<file path="config.mk">
export PLATFORM = sky130hd
export DESIGN_NAME = qmod_core
export DESIGN_NICKNAME = d
export VERILOG_FILES = /design/src/rtl/qmod_pkg.sv /design/src/rtl/qmod_prof_regs.sv /design/src/rtl/qmod_phase_acc.sv /design/src/rtl/qmod_sincos.sv /design/src/rtl/qmod_mixer.sv /design/src/rtl/qmod_core.sv
export SDC_FILE = /design/constraint.sdc
export NUM_CORES = 2
export LEC_CHECK = 0
export ABC_AREA = 1
export BUFFER_PORTS_ARGS = -buffer_cell sky130_fd_sc_hd__buf_2
export CAP_MARGIN = 20
export CORE_MARGIN = 2
export CORE_UTILIZATION = 45
export DETAILED_ROUTE_END_ITERATION = 12
export PLACE_DENSITY_LB_ADDON = 0.08
export SYNTH_ARGS = -nofsm -noshare
export SYNTH_HDL_FRONTEND = slang
export SYNTH_SLANG_ARGS = --single-unit
</file>
<file path="constraint.sdc">
create_clock -name clk -period 7.5 [get_ports clk]
set_clock_uncertainty 0.05 [all_clocks]
set_input_delay 1.125 -clock clk [delete_from_list [all_inputs] [get_ports clk]]
set_output_delay 1.125 -clock clk [all_outputs]
set_load 0.005 [all_outputs]
</file>
<file path="src/rtl/qmod_pkg.sv">
package qmod_pkg;
  localparam int unsigned QM_DW    = 12;
  localparam int unsigned QM_PW    = 32;
  localparam int unsigned QM_AW    = 10;
  localparam int unsigned QM_NPROF = 4;

  typedef enum logic {
    Q_ADD = 1'b0,
    Q_SUB = 1'b1
  } qsign_e;
endpackage

</file>
<file path="src/rtl/qmod_prof_regs.sv">
module qmod_prof_regs
  import qmod_pkg::*;
#(
  parameter int unsigned NPROF = QM_NPROF,
  parameter int unsigned PW    = QM_PW,
  localparam int unsigned SW   = $clog2(NPROF)
) (
  input  logic          clk,
  input  logic          rst_n,
  input  logic          wr_en,
  input  logic [SW-1:0] wr_sel,
  input  logic [PW-1:0] wr_ftw,
  input  qsign_e        wr_sign,
  input  logic          wr_tone,
  input  logic [SW-1:0] rd_sel,
  output logic [PW-1:0] rd_ftw,
  output qsign_e        rd_sign,
  output logic          rd_tone
);
  logic [PW-1:0] ftw_arr  [NPROF];
  qsign_e        sign_arr [NPROF];
  logic          tone_arr [NPROF];

  for (genvar k = 0; k < NPROF; k++) begin : g_prof
    logic          en;
    logic [PW-1:0] ftw_d, ftw_q;
    qsign_e        sign_d, sign_q;
    logic          tone_d, tone_q;

    always_comb begin
      en     = wr_en && (wr_sel == SW'(k));
      ftw_d  = en ? wr_ftw  : ftw_q;
      sign_d = en ? wr_sign : sign_q;
      tone_d = en ? wr_tone : tone_q;
    end

    always_ff @(posedge clk or negedge rst_n) begin
      if (!rst_n) begin
        ftw_q  <= '0;
        sign_q <= Q_SUB;
        tone_q <= 1'b0;
      end else begin
        ftw_q  <= ftw_d;
        sign_q <= sign_d;
        tone_q <= tone_d;
      end
    end

    assign ftw_arr[k]  = ftw_q;
    assign sign_arr[k] = sign_q;
    assign tone_arr[k] = tone_q;
  end

  assign rd_ftw  = ftw_arr[rd_sel];
  assign rd_sign = sign_arr[rd_sel];
  assign rd_tone = tone_arr[rd_sel];
endmodule

</file>
<file path="src/rtl/qmod_phase_acc.sv">
module qmod_phase_acc #(
  parameter int unsigned PW = qmod_pkg::QM_PW
) (
  input  logic          clk,
  input  logic          rst_n,
  input  logic [PW-1:0] step,
  output logic [PW-1:0] phase
);
  logic [PW-1:0] acc_d, acc_q;

  always_comb acc_d = acc_q + step;

  always_ff @(posedge clk or negedge rst_n) begin
    if (!rst_n) acc_q <= '0;
    else        acc_q <= acc_d;
  end

  assign phase = acc_q;
endmodule

</file>
<file path="src/rtl/qmod_sincos.sv">
module qmod_sincos #(
  parameter int unsigned AW = qmod_pkg::QM_AW,
  parameter int unsigned DW = qmod_pkg::QM_DW
) (
  input  logic [AW-1:0]        addr,
  output logic signed [DW-1:0] sin_o,
  output logic signed [DW-1:0] cos_o
);
  localparam int unsigned QN  = 2 ** (AW - 2);
  localparam int          AMP = 2 ** (DW - 1) - 1;
  localparam real         TWO_PI = 6.283185307179586;

  logic signed [DW-1:0] qtab [QN];

  // Quarter wave sampled at half-step offsets so the fold is exactly symmetric
  for (genvar k = 0; k < QN; k++) begin : g_tab
    localparam real ANG = TWO_PI * (real'(k) + 0.5) / real'(4 * QN);
    localparam int  VAL = int'(real'(AMP) * $sin(ANG));
    assign qtab[k] = VAL[DW-1:0];
  end

  logic [1:0]           quad_s, quad_c;
  logic [AW-3:0]        idx, mir_s, mir_c;
  logic signed [DW-1:0] mag_s, mag_c;

  always_comb begin
    quad_s = addr[AW-1 -: 2];
    quad_c = quad_s + 2'd1;
    idx    = addr[AW-3:0];
    mir_s  = quad_s[0] ? ~idx : idx;
    mir_c  = quad_c[0] ? ~idx : idx;
    mag_s  = qtab[mir_s];
    mag_c  = qtab[mir_c];
    sin_o  = quad_s[1] ? -mag_s : mag_s;
    cos_o  = quad_c[1] ? -mag_c : mag_c;
  end
endmodule

</file>
<file path="src/rtl/qmod_mixer.sv">
module qmod_mixer
  import qmod_pkg::*;
#(
  parameter int unsigned DW = QM_DW
) (
  input  logic                 clk,
  input  logic                 rst_n,
  input  logic signed [DW-1:0] i_in,
  input  logic signed [DW-1:0] q_in,
  input  logic signed [DW-1:0] cos_in,
  input  logic signed [DW-1:0] sin_in,
  input  qsign_e               sign_in,
  input  logic                 tone_in,
  output logic signed [DW-1:0] y_out
);
  localparam int unsigned PRW  = 2 * DW;
  localparam int unsigned SUMW = PRW + 1;
  localparam int unsigned FRAC = DW - 1;
  localparam int          MAXI = 2 ** (DW - 1) - 1;

  // stage 1: capture
  logic signed [DW-1:0] s1_i, s1_q, s1_c, s1_s;
  qsign_e               s1_sign;
  logic                 s1_tone;

  always_ff @(posedge clk or negedge rst_n) begin
    if (!rst_n) begin
      s1_i    <= '0;
      s1_q    <= '0;
      s1_c    <= '0;
      s1_s    <= '0;
      s1_sign <= Q_SUB;
      s1_tone <= 1'b0;
    end else begin
      s1_i    <= i_in;
      s1_q    <= q_in;
      s1_c    <= cos_in;
      s1_s    <= sin_in;
      s1_sign <= sign_in;
      s1_tone <= tone_in;
    end
  end

  // stage 2: products
  logic signed [PRW-1:0] ext_i, ext_q, ext_c, ext_s, pq;
  logic signed [PRW-1:0] pi_d, pq_d, pi_q, pq_q;

  always_comb begin
    ext_i = {{DW{s1_i[DW-1]}}, s1_i};
    ext_q = {{DW{s1_q[DW-1]}}, s1_q};
    ext_c = {{DW{s1_c[DW-1]}}, s1_c};
    ext_s = {{DW{s1_s[DW-1]}}, s1_s};
    pq    = ext_q * ext_s;
    if (s1_tone) begin
      pi_d = ext_c <<< FRAC;
      pq_d = '0;
    end else begin
      pi_d = ext_i * ext_c;
      pq_d = (s1_sign == Q_SUB) ? -pq : pq;
    end
  end

  always_ff @(posedge clk or negedge rst_n) begin
    if (!rst_n) begin
      pi_q <= '0;
      pq_q <= '0;
    end else begin
      pi_q <= pi_d;
      pq_q <= pq_d;
    end
  end

  // stage 3: sum, round, clamp
  logic signed [SUMW-1:0] sum, rnd, shf;
  logic signed [DW-1:0]   y_d, y_q;

  always_comb begin
    sum = {pi_q[PRW-1], pi_q} + {pq_q[PRW-1], pq_q};
    rnd = sum + SUMW'(2 ** (FRAC - 1));
    shf = rnd >>> FRAC;
    if (shf > SUMW'(MAXI))          y_d = DW'(MAXI);
    else if (shf < SUMW'(-MAXI - 1)) y_d = DW'(-MAXI - 1);
    else                            y_d = shf[DW-1:0];
  end

  always_ff @(posedge clk or negedge rst_n) begin
    if (!rst_n) y_q <= '0;
    else        y_q <= y_d;
  end

  assign y_out = y_q;
endmodule

</file>
<file path="src/rtl/qmod_core.sv">
module qmod_core
  import qmod_pkg::*;
#(
  parameter int unsigned NPROF = QM_NPROF,
  parameter int unsigned PW    = QM_PW,
  parameter int unsigned AW    = QM_AW,
  parameter int unsigned DW    = QM_DW,
  localparam int unsigned SW   = $clog2(NPROF)
) (
  input  logic          clk,
  input  logic          rst_n,
  input  logic [SW-1:0] prof_sel,
  input  logic [DW-1:0] i_smp,
  input  logic [DW-1:0] q_smp,
  input  logic          wr_en,
  input  logic [SW-1:0] wr_prof,
  input  logic [PW-1:0] wr_ftw,
  input  logic          wr_qneg,
  input  logic          wr_tone,
  output logic [DW-1:0] mod_out
);
  logic [PW-1:0]        cur_ftw;
  qsign_e               cur_sign;
  logic                 cur_tone;
  logic [PW-1:0]        phase_q;
  logic signed [DW-1:0] sin_w, cos_w, y_w;

  qmod_prof_regs #(.NPROF(NPROF), .PW(PW)) u_prof (
    .clk     (clk),
    .rst_n   (rst_n),
    .wr_en   (wr_en),
    .wr_sel  (wr_prof),
    .wr_ftw  (wr_ftw),
    .wr_sign (qsign_e'(wr_qneg)),
    .wr_tone (wr_tone),
    .rd_sel  (prof_sel),
    .rd_ftw  (cur_ftw),
    .rd_sign (cur_sign),
    .rd_tone (cur_tone)
  );

  qmod_phase_acc #(.PW(PW)) u_acc (
    .clk   (clk),
    .rst_n (rst_n),
    .step  (cur_ftw),
    .phase (phase_q)
  );

  qmod_sincos #(.AW(AW), .DW(DW)) u_lut (
    .addr  (phase_q[PW-1 -: AW]),
    .sin_o (sin_w),
    .cos_o (cos_w)
  );

  qmod_mixer #(.DW(DW)) u_mix (
    .clk     (clk),
    .rst_n   (rst_n),
    .i_in    ($signed(i_smp)),
    .q_in    ($signed(q_smp)),
    .cos_in  (cos_w),
    .sin_in  (sin_w),
    .sign_in (cur_sign),
    .tone_in (cur_tone),
    .y_out   (y_w)
  );

  assign mod_out = y_w;
endmodule

</file>
==> summary.txt <==
Hold-fix buffers, CTS = 0
Vias = 26431
DP Area = 30870 um2
Critical path type = reg -> reg
Slew margin rel. = 24.74%
Die Ht = 262.4 um
Post-Syn Area per Cell = 7.295 um2
R2R setup slack = 1.64 ns
Final nets = 4636
Row cnt = 94
Port bufs = 76
Hold Startpoint = u_prof.g_prof[2].ftw_q[24]
Status = complete, no violations
First-pass GRT wire length = 139100 um
Max-cap check violation count = 0
Fmax = 0.1707 GHz
Worst-margin pin slew = 1.129 ns
# DRC = 0
CP Buf/Inv Count = 3
Commonest cells after routing, fill and taps aside = 1135 x nand2_1, 646 x inv_1, 331 x o21ai_0
Worst skew pair latency = 0.56 ns
Number of H-tree levels = 2
Post_cts resized = 0
Hold Path Depth = 2
Synth Net Count = 4670
Crit path largest cell delay = 0.65 ns
Core Region = 65980 um2
Crit path max-delay family = adder cells
Worst Hold Endpoint = u_prof.g_prof[2].ftw_q[24]
Drt wl/cell = 16.97 um
Worst path cell trace = nand2_1 > fa_1 > fa_1 > fa_1 > inv_1 > fa_1 > inv_1 > fa_1 > inv_1 > ha_1 > a21oi_1 > a21boi_0 > xor2_1 > nand4_1 > nor2_1 > nand3_1 > nand2_1 > nand2_1 > nand2_1 > nand2_1 > nor2_1
Origin of the critical flop-to-flop path = u_mix.s1_s[8]
Distinct cell type count after synthesis = 53
Global route total overflow = 0
Place WS = 1.635 ns
Die width = 262.4 um
Die area = 68860 um2
Sequential fraction of the synthesis area = 23.17%
Min cycle time layout = 5.858 ns
Yosys Warn Count = 0
Synthesized instance count = 4119
Tot GR Track Use = 24.84%
WP data required = 7.93 ns
Hold crit path type = reg -> reg
Final HPWL DP = 62680 um
IO Pins = 77
# setup viols final = 0
Ys async rst share = 100.0%
Slowest CP cell = dfrtp_1
Layout cells sized above 1 = 5.887%
Setup Fix Bufs, Post-CTS = 0
Reg2reg end = u_mix.pq_q[23]
Largest net degree at the start of global routing = 176
R2r worst-path depth = 21
Fin. max-slew vios = 0
Final WL = 84440 um
Routability cong. = 0.9649
Clock Tree Root = clkbuf_16
RSZ-0062 raised after global routing = false
Endpoints failing hold = 0
CTS max path bufs = 3
Top FF cell, synth = dfrtp_1
Reg clk slew, reported paths = 0.06 ns
Worst Path Arrival = 6.29 ns
Vias per inst = 5.312
Final WS setup = 1.642 ns
Critical Path Sink Type = flip-flop
TritonCTS clock tree = built
Design area = 32050 um2
Critical Path Start Type = flip-flop
Commonest non-fill, non-tap cell in the layout = nand2_1
CTS Buf Count = 35
Final period util = 78.10%
Synthesized cell area = 30050 um2
Hold WS = 0.4278 ns
Drt initial violations = 2392
P&R area growth vs syn = 6.671%
Clk sinks = 278
Drt pass-1 iters = 6
Vias in the first global route = 26070
CP max FO = 12
Post-synth EDFFs = 0
Yosys reg bits = 278
Setup TNS = 0 ns
Antenna viol nets, final = 0
Effective utilization at floorplan = 45.54%
Initial antenna violation count = 2
==> worst reg2reg max path: stages (launching register included) <==
cell and delay (ns):
dfrtp_1 0.65, nand2_1 0.15, fa_1 0.49, fa_1 0.53
fa_1 0.49, inv_1 0.05, fa_1 0.53, inv_1 0.06
fa_1 0.53, inv_1 0.04, ha_1 0.34, a21oi_1 0.21
a21boi_0 0.35, xor2_1 0.41, nand4_1 0.17, nor2_1 0.24
nand3_1 0.10, nand2_1 0.10, nand2_1 0.08, nand2_1 0.06
nand2_1 0.04, nor2_1 0.11
==> cells in the mapped netlist, types with 15 or more instances <==
master | count | area, um2
nand2_1 | 1137 | 4268
inv_1 | 647 | 2429
o21ai_0 | 331 | 1657
nand3_1 | 285 | 1426
nor2_1 | 284 | 1066
fa_1 | 279 | 5585
dfrtp_1 | 273 | 6832
ha_1 | 207 | 2590
a21oi_1 | 166 | 830.8
clkbuf_1 | 110 | 412.9
xor2_1 | 51 | 446.7
xnor2_1 | 37 | 324.1
o22ai_1 | 34 | 212.7
nand4_1 | 32 | 200.2
buf_2 | 22 | 110.1
nand2_2 | 22 | 137.6
or2_2 | 21 | 131.4
buf_4 | 20 | 150.1
nor3_1 | 18 | 90.09
buf_6 | 15 | 168.9
nor2_2 | 15 | 93.84
==> cells by family (layout without fill, tap and decap cells) <==
group,after synthesis,count (layout),synth area share (%)
adder cells (fa/ha/maj),486,486,27.21
other,0,1,0
AO/OA/AOI/OAI,603,603,10.68
XOR/XNOR,89,89,2.619
buffers and inverters,825,817,11.04
AND/OR/NAND/NOR,1838,1838,25.28
flip-flops,278,278,23.17
==> through the flow <==
| step | cells | utilization [%] |
|---|---|---|
| 3_3_place_gp | 4911 | 46.78 |
| 5_1_grt | 4975 | 48.57 |
| 2_1_floorplan | 4119 | - |
| 6_report | 4976 | 48.58 |
| 3_5_place_dp | 4911 | 46.78 |
| 4_1_cts | 4974 | 48.56 |
==> how the worst max path moves through the flow <==
stage,from,to,slack [ns],depth (start not counted)
6_report,u_mix.s1_s[8],u_mix.pq_q[23],1.64,21
3_5_place_dp,u_mix.s1_q[7],u_mix.pq_q[22],1.63,23
3_3_place_gp,u_mix.s1_s[8],u_mix.pq_q[23],1.73,21
2_1_floorplan,u_mix.s1_q[11],u_mix.pq_q[22],2.22,24
4_1_cts,u_mix.s1_q[7],u_mix.pq_q[22],1.62,23
5_1_grt,u_mix.s1_s[8],u_mix.pq_q[23],1.12,21
==> sequential cells by signal, summed over array words and instances (netlist names) <==
register	count
u_mix.s1_q	12
u_mix.s1_sign	1
u_mix.s1_i	12
u_mix.pi_q	24
u_prof.g_prof.tone_q	4
u_prof.g_prof.ftw_q	128
u_mix.s1_s	12
u_mix.s1_c	12
u_prof.g_prof.sign_q	4
u_acc.phase	32
u_mix.pq_q	24
u_mix.y_out	12
u_mix.s1_tone	1
==> layout make-up <==
| class | instances | area, um2 |
|---|---|---|
| antenna | 1 | 2.502 |
| clock buffer | 47 | 991.0 |
| clock inverter | 16 | 185.2 |
| fill | 6769 | 33930 |
| inverter | 653 | 2456 |
| multi-input combinational | 3016 | 19780 |
| sequential | 278 | 6963 |
| tap | 864 | 1081 |
| timing repair buffer | 101 | 590.6 |
==> metal layers <==
| metal | vias to the layer above | global-route usage (%) | share of wire [%] |
|---|---|---|---|
| met4 | 0 | 8.434 | 3.3 |
| met2 | 854 | 41.31 | 47 |
| li1 | 12844 | - | - |
| met5 | - | 0 | 0 |
| met1 | 12547 | 33.49 | 44 |
| met3 | 186 | 3.270 | 5.8 |
Power is not shown: default switching activity piles up to over one toggle a cycle in this logic, so the estimate is an artifact.
